$ cat config.mk
export PLATFORM = sky130hd
export DESIGN_NAME = otp_row_prog
export DESIGN_NICKNAME = d
export VERILOG_FILES = /design/src/rtl/otp_prog_pkg.sv /design/src/rtl/otp_cell_array.sv /design/src/rtl/otp_lowest_bit.sv /design/src/rtl/otp_fail_class.sv /design/src/rtl/otp_row_prog.sv
export SDC_FILE = /design/constraint.sdc
export NUM_CORES = 2
export LEC_CHECK = 0
export BUFFER_PORTS_ARGS = -buffer_cell sky130_fd_sc_hd__buf_2
export CAP_MARGIN = 10
export CORE_ASPECT_RATIO = 1.75
export CORE_MARGIN = 2
export CORE_UTILIZATION = 50
export CTS_CLUSTER_DIAMETER = 150
export DETAILED_ROUTE_END_ITERATION = 8
export GPL_ROUTABILITY_DRIVEN = 0
export HOLD_SLACK_MARGIN = 0.05
export PLACE_DENSITY = 0.67
export SLEW_MARGIN = 20
export SYNTH_ARGS = -nofsm -noshare
export SYNTH_HDL_FRONTEND = slang
export SYNTH_HIERARCHICAL = 1
export SYNTH_SLANG_ARGS = --single-unit
$ cat constraint.sdc
create_clock -name clk -period 17.7 [get_ports clk]
set_input_delay 0.885 -clock clk [delete_from_list [all_inputs] [get_ports clk]]
set_output_delay 0.885 -clock clk [all_outputs]
set_load 0.01 [all_outputs]
$ cat src/rtl/otp_prog_pkg.sv
package otp_prog_pkg;
    localparam int WORD_W = 64;
    localparam int IDX_W  = $clog2(WORD_W);
    localparam int ADDR_W = 13;
    localparam int CNT_W  = 8;

    typedef enum logic [1:0] {
        PH_IDLE   = 2'd0,
        PH_PULSE  = 2'd1,
        PH_VERIFY = 2'd2
    } phase_e;

    typedef struct packed {
        phase_e              phase;
        logic [WORD_W-1:0]   todo;
        logic [WORD_W-1:0]   fail;
        logic [IDX_W-1:0]    cur;
        logic [CNT_W-1:0]    cnt;
        logic [CNT_W-1:0]    width;
        logic [ADDR_W-1:0]   row;
        logic                attempted;
        logic                zero_skip;
        logic                corr;
        logic                uncorr;
    } seq_state_t;
endpackage

$ cat src/rtl/otp_cell_array.sv
module otp_cell_array #(
    parameter int ROWS   = 16,
    parameter int W      = 64,
    parameter int ADDR_W = 13,
    localparam int ROW_W = $clog2(ROWS),
    localparam int IW    = $clog2(W)
) (
    input  logic              clk,
    input  logic              rst_n,
    input  logic              wr_en_i,
    input  logic [ADDR_W-1:0] wr_row_i,
    input  logic [IW-1:0]     wr_bit_i,
    input  logic [W-1:0]      stuck_i,
    output logic              vf_val_o,
    input  logic [ADDR_W-1:0] rd_row_i,
    output logic [W-1:0]      rd_data_o
);
    logic [W-1:0] mem_q [ROWS];

    always_ff @(posedge clk or negedge rst_n) begin
        if (!rst_n) begin
            for (int r = 0; r < ROWS; r++) mem_q[r] <= '0;
        end else if (wr_en_i && !stuck_i[wr_bit_i]) begin
            mem_q[wr_row_i[ROW_W-1:0]][wr_bit_i] <= 1'b1;
        end
    end

    assign vf_val_o  = mem_q[wr_row_i[ROW_W-1:0]][wr_bit_i];
    assign rd_data_o = mem_q[rd_row_i[ROW_W-1:0]];
endmodule

$ cat src/rtl/otp_lowest_bit.sv
module otp_lowest_bit #(
    parameter int W = 64,
    localparam int IW = $clog2(W)
) (
    input  logic [W-1:0]  vec_i,
    output logic [IW-1:0] idx_o
);
    always_comb begin
        idx_o = '0;
        for (int i = W - 1; i >= 0; i--) begin
            if (vec_i[i]) idx_o = IW'(i);
        end
    end
endmodule

$ cat src/rtl/otp_fail_class.sv
module otp_fail_class #(
    parameter int W = 64,
    localparam int CW = $clog2(W + 1)
) (
    input  logic [W-1:0] fail_i,
    output logic         single_o,
    output logic         multi_o
);
    logic [CW-1:0] n_fail;

    always_comb begin
        n_fail   = CW'($countones(fail_i));
        single_o = (n_fail == CW'(1));
        multi_o  = (n_fail > CW'(1));
    end
endmodule

$ cat src/rtl/otp_row_prog.sv
module otp_row_prog
    import otp_prog_pkg::*;
#(
    parameter int ROWS = 16
) (
    input  logic              clk,
    input  logic              rst_n,
    input  logic              start_i,
    input  logic              retry_i,
    input  logic [31:0]       wdata_lo_i,
    input  logic [31:0]       wdata_hi_i,
    input  logic [ADDR_W-1:0] row_addr_i,
    input  logic [CNT_W-1:0]  pulse_w_i,
    input  logic [WORD_W-1:0] stuck_i,
    input  logic [ADDR_W-1:0] rd_row_i,
    output logic [WORD_W-1:0] rd_data_o,
    output logic              ready_o,
    output logic              pgm_strobe_o,
    output logic [IDX_W-1:0]  pgm_bit_o,
    output logic              zero_skip_o,
    output logic              corr_fail_o,
    output logic              uncorr_fail_o
);
    seq_state_t s_d, s_q;

    logic [WORD_W-1:0] word_in;
    logic [WORD_W-1:0] target;
    logic [WORD_W-1:0] todo_rest;
    logic [WORD_W-1:0] fail_upd;
    logic [WORD_W-1:0] pick_vec;
    logic [IDX_W-1:0]  pick_idx;
    logic              vf_val;
    logic              cls_single, cls_multi;
    logic              accept;

    assign word_in   = {wdata_hi_i, wdata_lo_i};
    assign target    = retry_i ? s_q.fail : word_in;
    assign todo_rest = s_q.todo & ~(WORD_W'(1) << s_q.cur);
    assign fail_upd  = vf_val ? s_q.fail : (s_q.fail | (WORD_W'(1) << s_q.cur));
    assign pick_vec  = (s_q.phase == PH_IDLE) ? target : todo_rest;
    assign accept    = (s_q.phase == PH_IDLE) && start_i && !(retry_i && !s_q.attempted);

    otp_lowest_bit #(.W(WORD_W)) u_pick (
        .vec_i (pick_vec),
        .idx_o (pick_idx)
    );

    otp_fail_class #(.W(WORD_W)) u_class (
        .fail_i   (fail_upd),
        .single_o (cls_single),
        .multi_o  (cls_multi)
    );

    otp_cell_array #(.ROWS(ROWS), .W(WORD_W), .ADDR_W(ADDR_W)) u_cells (
        .clk       (clk),
        .rst_n     (rst_n),
        .wr_en_i   (s_q.phase == PH_PULSE),
        .wr_row_i  (s_q.row),
        .wr_bit_i  (s_q.cur),
        .stuck_i   (stuck_i),
        .vf_val_o  (vf_val),
        .rd_row_i  (rd_row_i),
        .rd_data_o (rd_data_o)
    );

    always_comb begin
        s_d = s_q;
        unique case (s_q.phase)
            PH_IDLE: begin
                if (accept) begin
                    s_d.attempted = 1'b1;
                    s_d.zero_skip = 1'b0;
                    s_d.corr      = 1'b0;
                    s_d.uncorr    = 1'b0;
                    s_d.row       = row_addr_i;
                    s_d.width     = pulse_w_i;
                    s_d.fail      = '0;
                    if (target == '0) begin
                        s_d.zero_skip = (word_in == '0);
                    end else begin
                        s_d.todo  = target;
                        s_d.cur   = pick_idx;
                        s_d.cnt   = pulse_w_i;
                        s_d.phase = PH_PULSE;
                    end
                end
            end
            PH_PULSE: begin
                if (s_q.cnt == '0) s_d.phase = PH_VERIFY;
                else               s_d.cnt   = s_q.cnt - CNT_W'(1);
            end
            PH_VERIFY: begin
                s_d.fail = fail_upd;
                s_d.todo = todo_rest;
                if (todo_rest == '0) begin
                    s_d.phase  = PH_IDLE;
                    s_d.corr   = cls_single;
                    s_d.uncorr = cls_multi;
                end else begin
                    s_d.cur   = pick_idx;
                    s_d.cnt   = s_q.width;
                    s_d.phase = PH_PULSE;
                end
            end
            default: s_d.phase = PH_IDLE;
        endcase
    end

    always_ff @(posedge clk or negedge rst_n) begin
        if (!rst_n) begin
            s_q <= '{phase: PH_IDLE, default: '0};
        end else begin
            s_q <= s_d;
        end
    end

    assign ready_o       = (s_q.phase == PH_IDLE);
    assign pgm_strobe_o  = (s_q.phase == PH_PULSE);
    assign pgm_bit_o     = s_q.cur;
    assign zero_skip_o   = s_q.zero_skip;
    assign corr_fail_o   = s_q.corr;
    assign uncorr_fail_o = s_q.uncorr;
endmodule

Word level (Yosys, flattened, before mapping):

Index checks and enable logic that the tools add are counted.

* register bits: 1193
* latch bits: 0
* memory bits (writable): 0
* ROM bits: 0
* bits of input ports: 166
* word-level logic and storage cells: 230
* memories: 0

* add/subtract/negate cells: 64
* multiply operators: 0
* divide/modulo/power cells: 0
* magnitude comparators: 6
* eq/ne operators: 9
* shift operators: 1
* mux-type cells: 94
* bitwise operators: 6
* reduce and logical (&&, ||, !) cells: 23

Operators with widths (number)
* $or 1024x1024->1024: 1
* $bmux 64 s4: 2
* $mux 64: 8
* $mux 6: 64
* $pmux 134 s2: 1
* $demux 64 s4: 1
* $add 7x7->7: 31
* $logic_not 64->1: 3
* $mux 169: 1
* $mux 66: 1
* $add 1x1->2: 32
* $and 64x64->64: 1
* $not 64->64: 1
* $or 64x64->64: 1
* $shl 1x6->64 const A: 1
* $mux 14: 2
* $pmux 8 s3: 1
* $bmux 1 s6: 2
* $ge 5x5->1 const B: 2
* $ne 2x2->1 const B: 5
* $not 4->5: 2
* $reduce_and 3->1: 3
* $logic_not 8->1: 1
* $mux 8: 1
* other kinds (22): 35

Depth between registers and ports, before layout:

* depth after elaboration: 71
* gate-level depth with buffers: 38
* mapped depth without buffers: 31

By module:

Netlist, hierarchy kept.

By module, submodules not included
* otp_cell_array: times used 1, cells each 3692, area an instance 51647.0 µm², seq. area each 25624.6 µm²
* otp_row_prog: times used 1, cells each 1313, area an instance 10593.9 µm², seq. area each 4229.1 µm²
* otp_fail_class: times used 1, cells each 158, area an instance 1634.1 µm², seq. area each 0.0 µm²
* otp_lowest_bit: times used 1, cells each 147, area an instance 825.8 µm², seq. area each 0.0 µm²

Worst setup path after synthesis:

OpenSTA, ideal clock, no wires.

* path kind: register -> register
* start point: register s_q[4] (netlist name)
* end point: register s_q, in the netlist uncorr_fail_o
* library setup time: 131 ps
* data arrival time: 9145 ps
* required time: 17569 ps
* path slack: 8424 ps
* cell stages (with the launch flop): 37
* buffers on the path: 6
* cells stage by stage: dfrtp_1 buf_2 buf_2 buf_2 clkbuf_1 buf_2 mux2i_1 o22ai_1 nor4_1 a31oi_1 a2111oi_0 nand4_1 nand2b_1 clkbuf_1 nor2_1 a21o_1 inv_1 fa_1 fa_1 inv_1 fa_1 inv_1 fa_1 inv_1 fa_1 inv_1 fa_1 fa_1 fa_1 inv_1 ha_1 inv_1 fa_1 xnor2_1 or4b_1 nand4_1 o211ai_1

* word-level cells in the longest chain between the ends: 16

Ends and longest elaborated chain
* start, declared: RTL line otp_row_prog.sv:24 `seq_state_t s_d, s_q;`
* start signal, assigned: RTL line otp_row_prog.sv:111 `s_q <= '{phase: PH_IDLE, default: '0};`
* start signal, assigned: RTL line otp_row_prog.sv:113 `s_q <= s_d;`
* $not 4->5 (implied by the code): RTL line otp_cell_array.sv:28 `assign vf_val_o = mem_q[wr_row_i[ROW_W-1:0]][wr_bit_i];`
* $bmux 64 s4: RTL line otp_cell_array.sv:28
* $mux 64 (implied by the code) (2 in series): RTL line otp_cell_array.sv:28
* $bmux 1 s6: RTL line otp_cell_array.sv:28
* $mux 1 (implied by the code): RTL line otp_cell_array.sv:28
* via vf_val: RTL line otp_row_prog.sv:32 `logic vf_val;`
* $mux 64: RTL line otp_row_prog.sv:39 `assign fail_upd = vf_val ? s_q.fail : (s_q.fail | (WORD_W'(1) << s_q.cur));`
* via fail_upd[59]: RTL line otp_row_prog.sv:29 `logic [WORD_W-1:0] fail_upd;`
* $add 1x1->2 (implied by the code): RTL line otp_fail_class.sv:12 `n_fail = CW'($countones(fail_i));`
* $add 7x7->7 (implied by the code) (5 in series): RTL line otp_fail_class.sv:12
* $gt 7x1->1: RTL line otp_fail_class.sv:14 `multi_o = (n_fail > CW'(1));`
* via cls_multi: RTL line otp_row_prog.sv:33 `logic cls_single, cls_multi;`
* $mux 2: RTL line otp_row_prog.sv:95 `if (todo_rest == '0) begin`
* $pmux 2 s2: RTL line otp_row_prog.sv:68 `unique case (s_q.phase)`

The timed path passes the listed nets, and every way through them passes these cells. The select of a mux whose other input is x is not followed.
A chain may end at the register's enable or synchronous reset.

Worst setup path in the final report:

* start point: register s_q[6] (netlist name)
* end point: register s_q, in the netlist uncorr_fail_o

Same word-level chain as after synthesis.

==> results.json <==
{
  "cts_setup_buffers": 0,
  "crit_top_cell": "fa_1",
  "finalWirelength_um": 244000,
  "clock_latency_ns": 0.77,
  "place_inst": 6844,
  "nets": 5532,
  "max_cap_violations": 0,
  "first_iter_violations": 6076,
  "place_hpwl_um": 153000,
  "dieWidth_um": 275,
  "status": "complete, no violations",
  "setup_violations": 0,
  "p_clk_frac": 0.464,
  "antenna_found_initial": 37,
  "fin_skew_ns": 0.0377,
  "fmax_mhz": 77.7,
  "netSwitchingFraction": 0.233,
  "slew_headroom": 0.144,
  "avgSynthCellArea_um2": 12.2,
  "slowest_delay_ns": 1.07,
  "clkTransAtPathRegs_ns": 0.07,
  "fin_hold_ws_ns": 0.219,
  "htree_num_levels": 3,
  "wl_per_cell_um": 34.5,
  "drc": 0,
  "hold_violations": 0,
  "dieHeight_um": 479,
  "critPathSlowestCell": "nor2_1",
  "fin_util": 0.553,
  "ir_drop_mv": 0.0845,
  "die_area_um2": 132000,
  "crit_arrival_ns": 13.50,
  "crit_path_max_fanout": 38,
  "final_antenna_net_count": 0,
  "grt-ovfl-total": 0,
  "post-route-min-period_ns": 12.87,
  "seqPwrFrac": 0.498,
  "slew_viol_final": 0,
  "yosys_warnings": 6,
  "clk_path_buf_depth": 3,
  "netlist_area_um2": 64400,
  "path_buf_inv": 7,
  "io_pins": 241,
  "leakage_nw": 34.9,
  "rsz0062_at_grt": "no",
  "multi_input_area_um2": 32700,
  "grt_max_degree": 190,
  "initial_core_util": 0.502,
  "hold_path.class": "input pin to asynchronous set/reset pin",
  "final_layout_size_suffix_gt1_frac": 0.230,
  "port_buffers": 222,
  "fp-row-count": 174,
  "tightest_slew_ns": 1.28,
  "seq_area_um2": 29600,
  "nFillCells": 10722,
  "p_per_area_nw_per_um2": 76.5,
  "cts_resized": 0,
  "switching_power_mw": 1.27,
  "cts.root.buffer_cell": "clkbuf_16",
  "cp-end-kind": "register",
  "syn_nets": 5515,
  "p_int_mw": 4.16,
  "cp-start-kind": "register",
  "cts_tree": "built",
  "core_area_um2": 128000,
  "power_mw": 5.43,
  "setup_tns_ns": 0,
  "cts.sinks": 1184,
  "first_pass_iters": 7,
  "gr-usage-all-layers": 0.380,
  "vias_per_cell": 7.11,
  "crit_family": "adder cells",
  "crit_type": "register to register",
  "period_share": 0.727,
  "cts-hold-fix-buffers": 0,
  "required_ns": 18.32,
  "cts-buffers-inserted": 110,
  "num_vias": 50275,
  "fin_cells": 7076,
  "grt_pass1_wl_um": 360000,
  "syn_to_final_growth_pct": 10.1,
  "synth_cells": 5274,
  "grt_pass1_vias": 51360,
  "comb_power_share": 0.038
}
==> cell usage in the layout, fill, tap and decap left out, types with 9 or more instances in the layout <==
master        n
diode_2      23
a221oi_1     10
ha_1         20
o211ai_1      9
clkbuf_16   111
a21boi_0     65
o22ai_1      18
a31oi_1      31
inv_1       107
a21o_1      586
nand4_1      47
a22o_1       11
o21ai_0     199
fa_1         54
mux2_2       60
nand2_1     427
clkbuf_8     27
bufinv_16     9
buf_2       217
and2_1       11
a21oi_1      59
nand3b_1     15
nor4_1       53
o21ai_1      20
nand2b_1     18
dfrtp_1    1178
mux4_2      567
o21bai_1    507
buf_4       120
nor2_1      270
nand3_1     135
and3_1       16
nor3_1       31
mux2i_1      94
a211oi_1      9
a22oi_1      13
clkinv_2     26
clkbuf_1     21
==> flip-flops by register name, summed over array words and instances, names as in the netlist <==
name,flops
zero_skip_o,1
corr_fail_o,1
pgm_bit_o,6
u_cells/mem_q,1024
uncorr_fail_o,1
s_q,151
==> per-stage QoR <==
| step | worst slack (ns) | area [um^2] |
|---|---|---|
| after global routing | 4.79 | 70900 |
| after global placement | 5.77 | 67000 |
| after CTS | 5.63 | 70700 |
| after floorplan | 8.42 | 64400 |
| final | 4.83 | 70900 |
| after detailed placement | 5.68 | 67000 |
==> layout make-up <==
| type | instances | share of cell area |
|---|---|---|
| sequential | 1184 | 0.418 |
| clock buffer | 159 | 0.0455 |
| tap | 1672 | 0.0295 |
| antenna | 23 | 0.000812 |
| clock inverter | 43 | 0.00716 |
| timing repair buffer | 352 | 0.0315 |
| multi-input combinational | 3533 | 0.462 |
| inverter | 110 | 0.00582 |
==> worst paths after layout <==
kind                                     from            endpoint  slack (ns)  cells after the start
min in group clk                row_addr_i[3]              s_q[7]        0.33                      3
max in group asynchronous               rst_n  u_cells/mem_q[507]       13.47                      6
setup reg to reg                       s_q[6]       uncorr_fail_o        4.83                     31
hold / removal                          rst_n  u_cells/mem_q[736]        0.22                      1
hold reg to reg            u_cells/mem_q[339]  u_cells/mem_q[339]        0.47                      1
setup / recovery                       s_q[6]       uncorr_fail_o        4.83                     31
==> worst register-to-register path, delay by kind of cell, from the launching register on <==
family | cells | cell delay, ns
DFF | 1 | 0.67
AOI/OAI and AO/OA | 6 | 2.20
adders and majority gates | 10 | 4.49
and+or+nand+nor | 7 | 3.58
buffers and inverters | 7 | 1.66
xor gates and xnor gates | 1 | 0.16
==> power by group through the flow <==
stage	clock network [mW]	logic, mW	registers (mW)
6_report	2.52	0.205	2.71
3_5_place_dp	0	0.199	2.76
3_3_place_gp	0	0.198	2.76
2_1_floorplan	0	0.0846	2.76
4_1_cts	2.54	0.199	2.71
5_1_grt	2.65	0.220	2.70
==> metal layers <==
metal / part of all wire / track usage / vias to the layer above
met5: 0.0013 / 0.00556 / -
met4: 0.11 / 0.330 / 38
met3: 0.11 / 0.136 / 1117
met2: 0.45 / 0.564 / 3192
met1: 0.33 / 0.434 / 26110
li1: - / - / 19818
(Power assumes the default switching activity.)
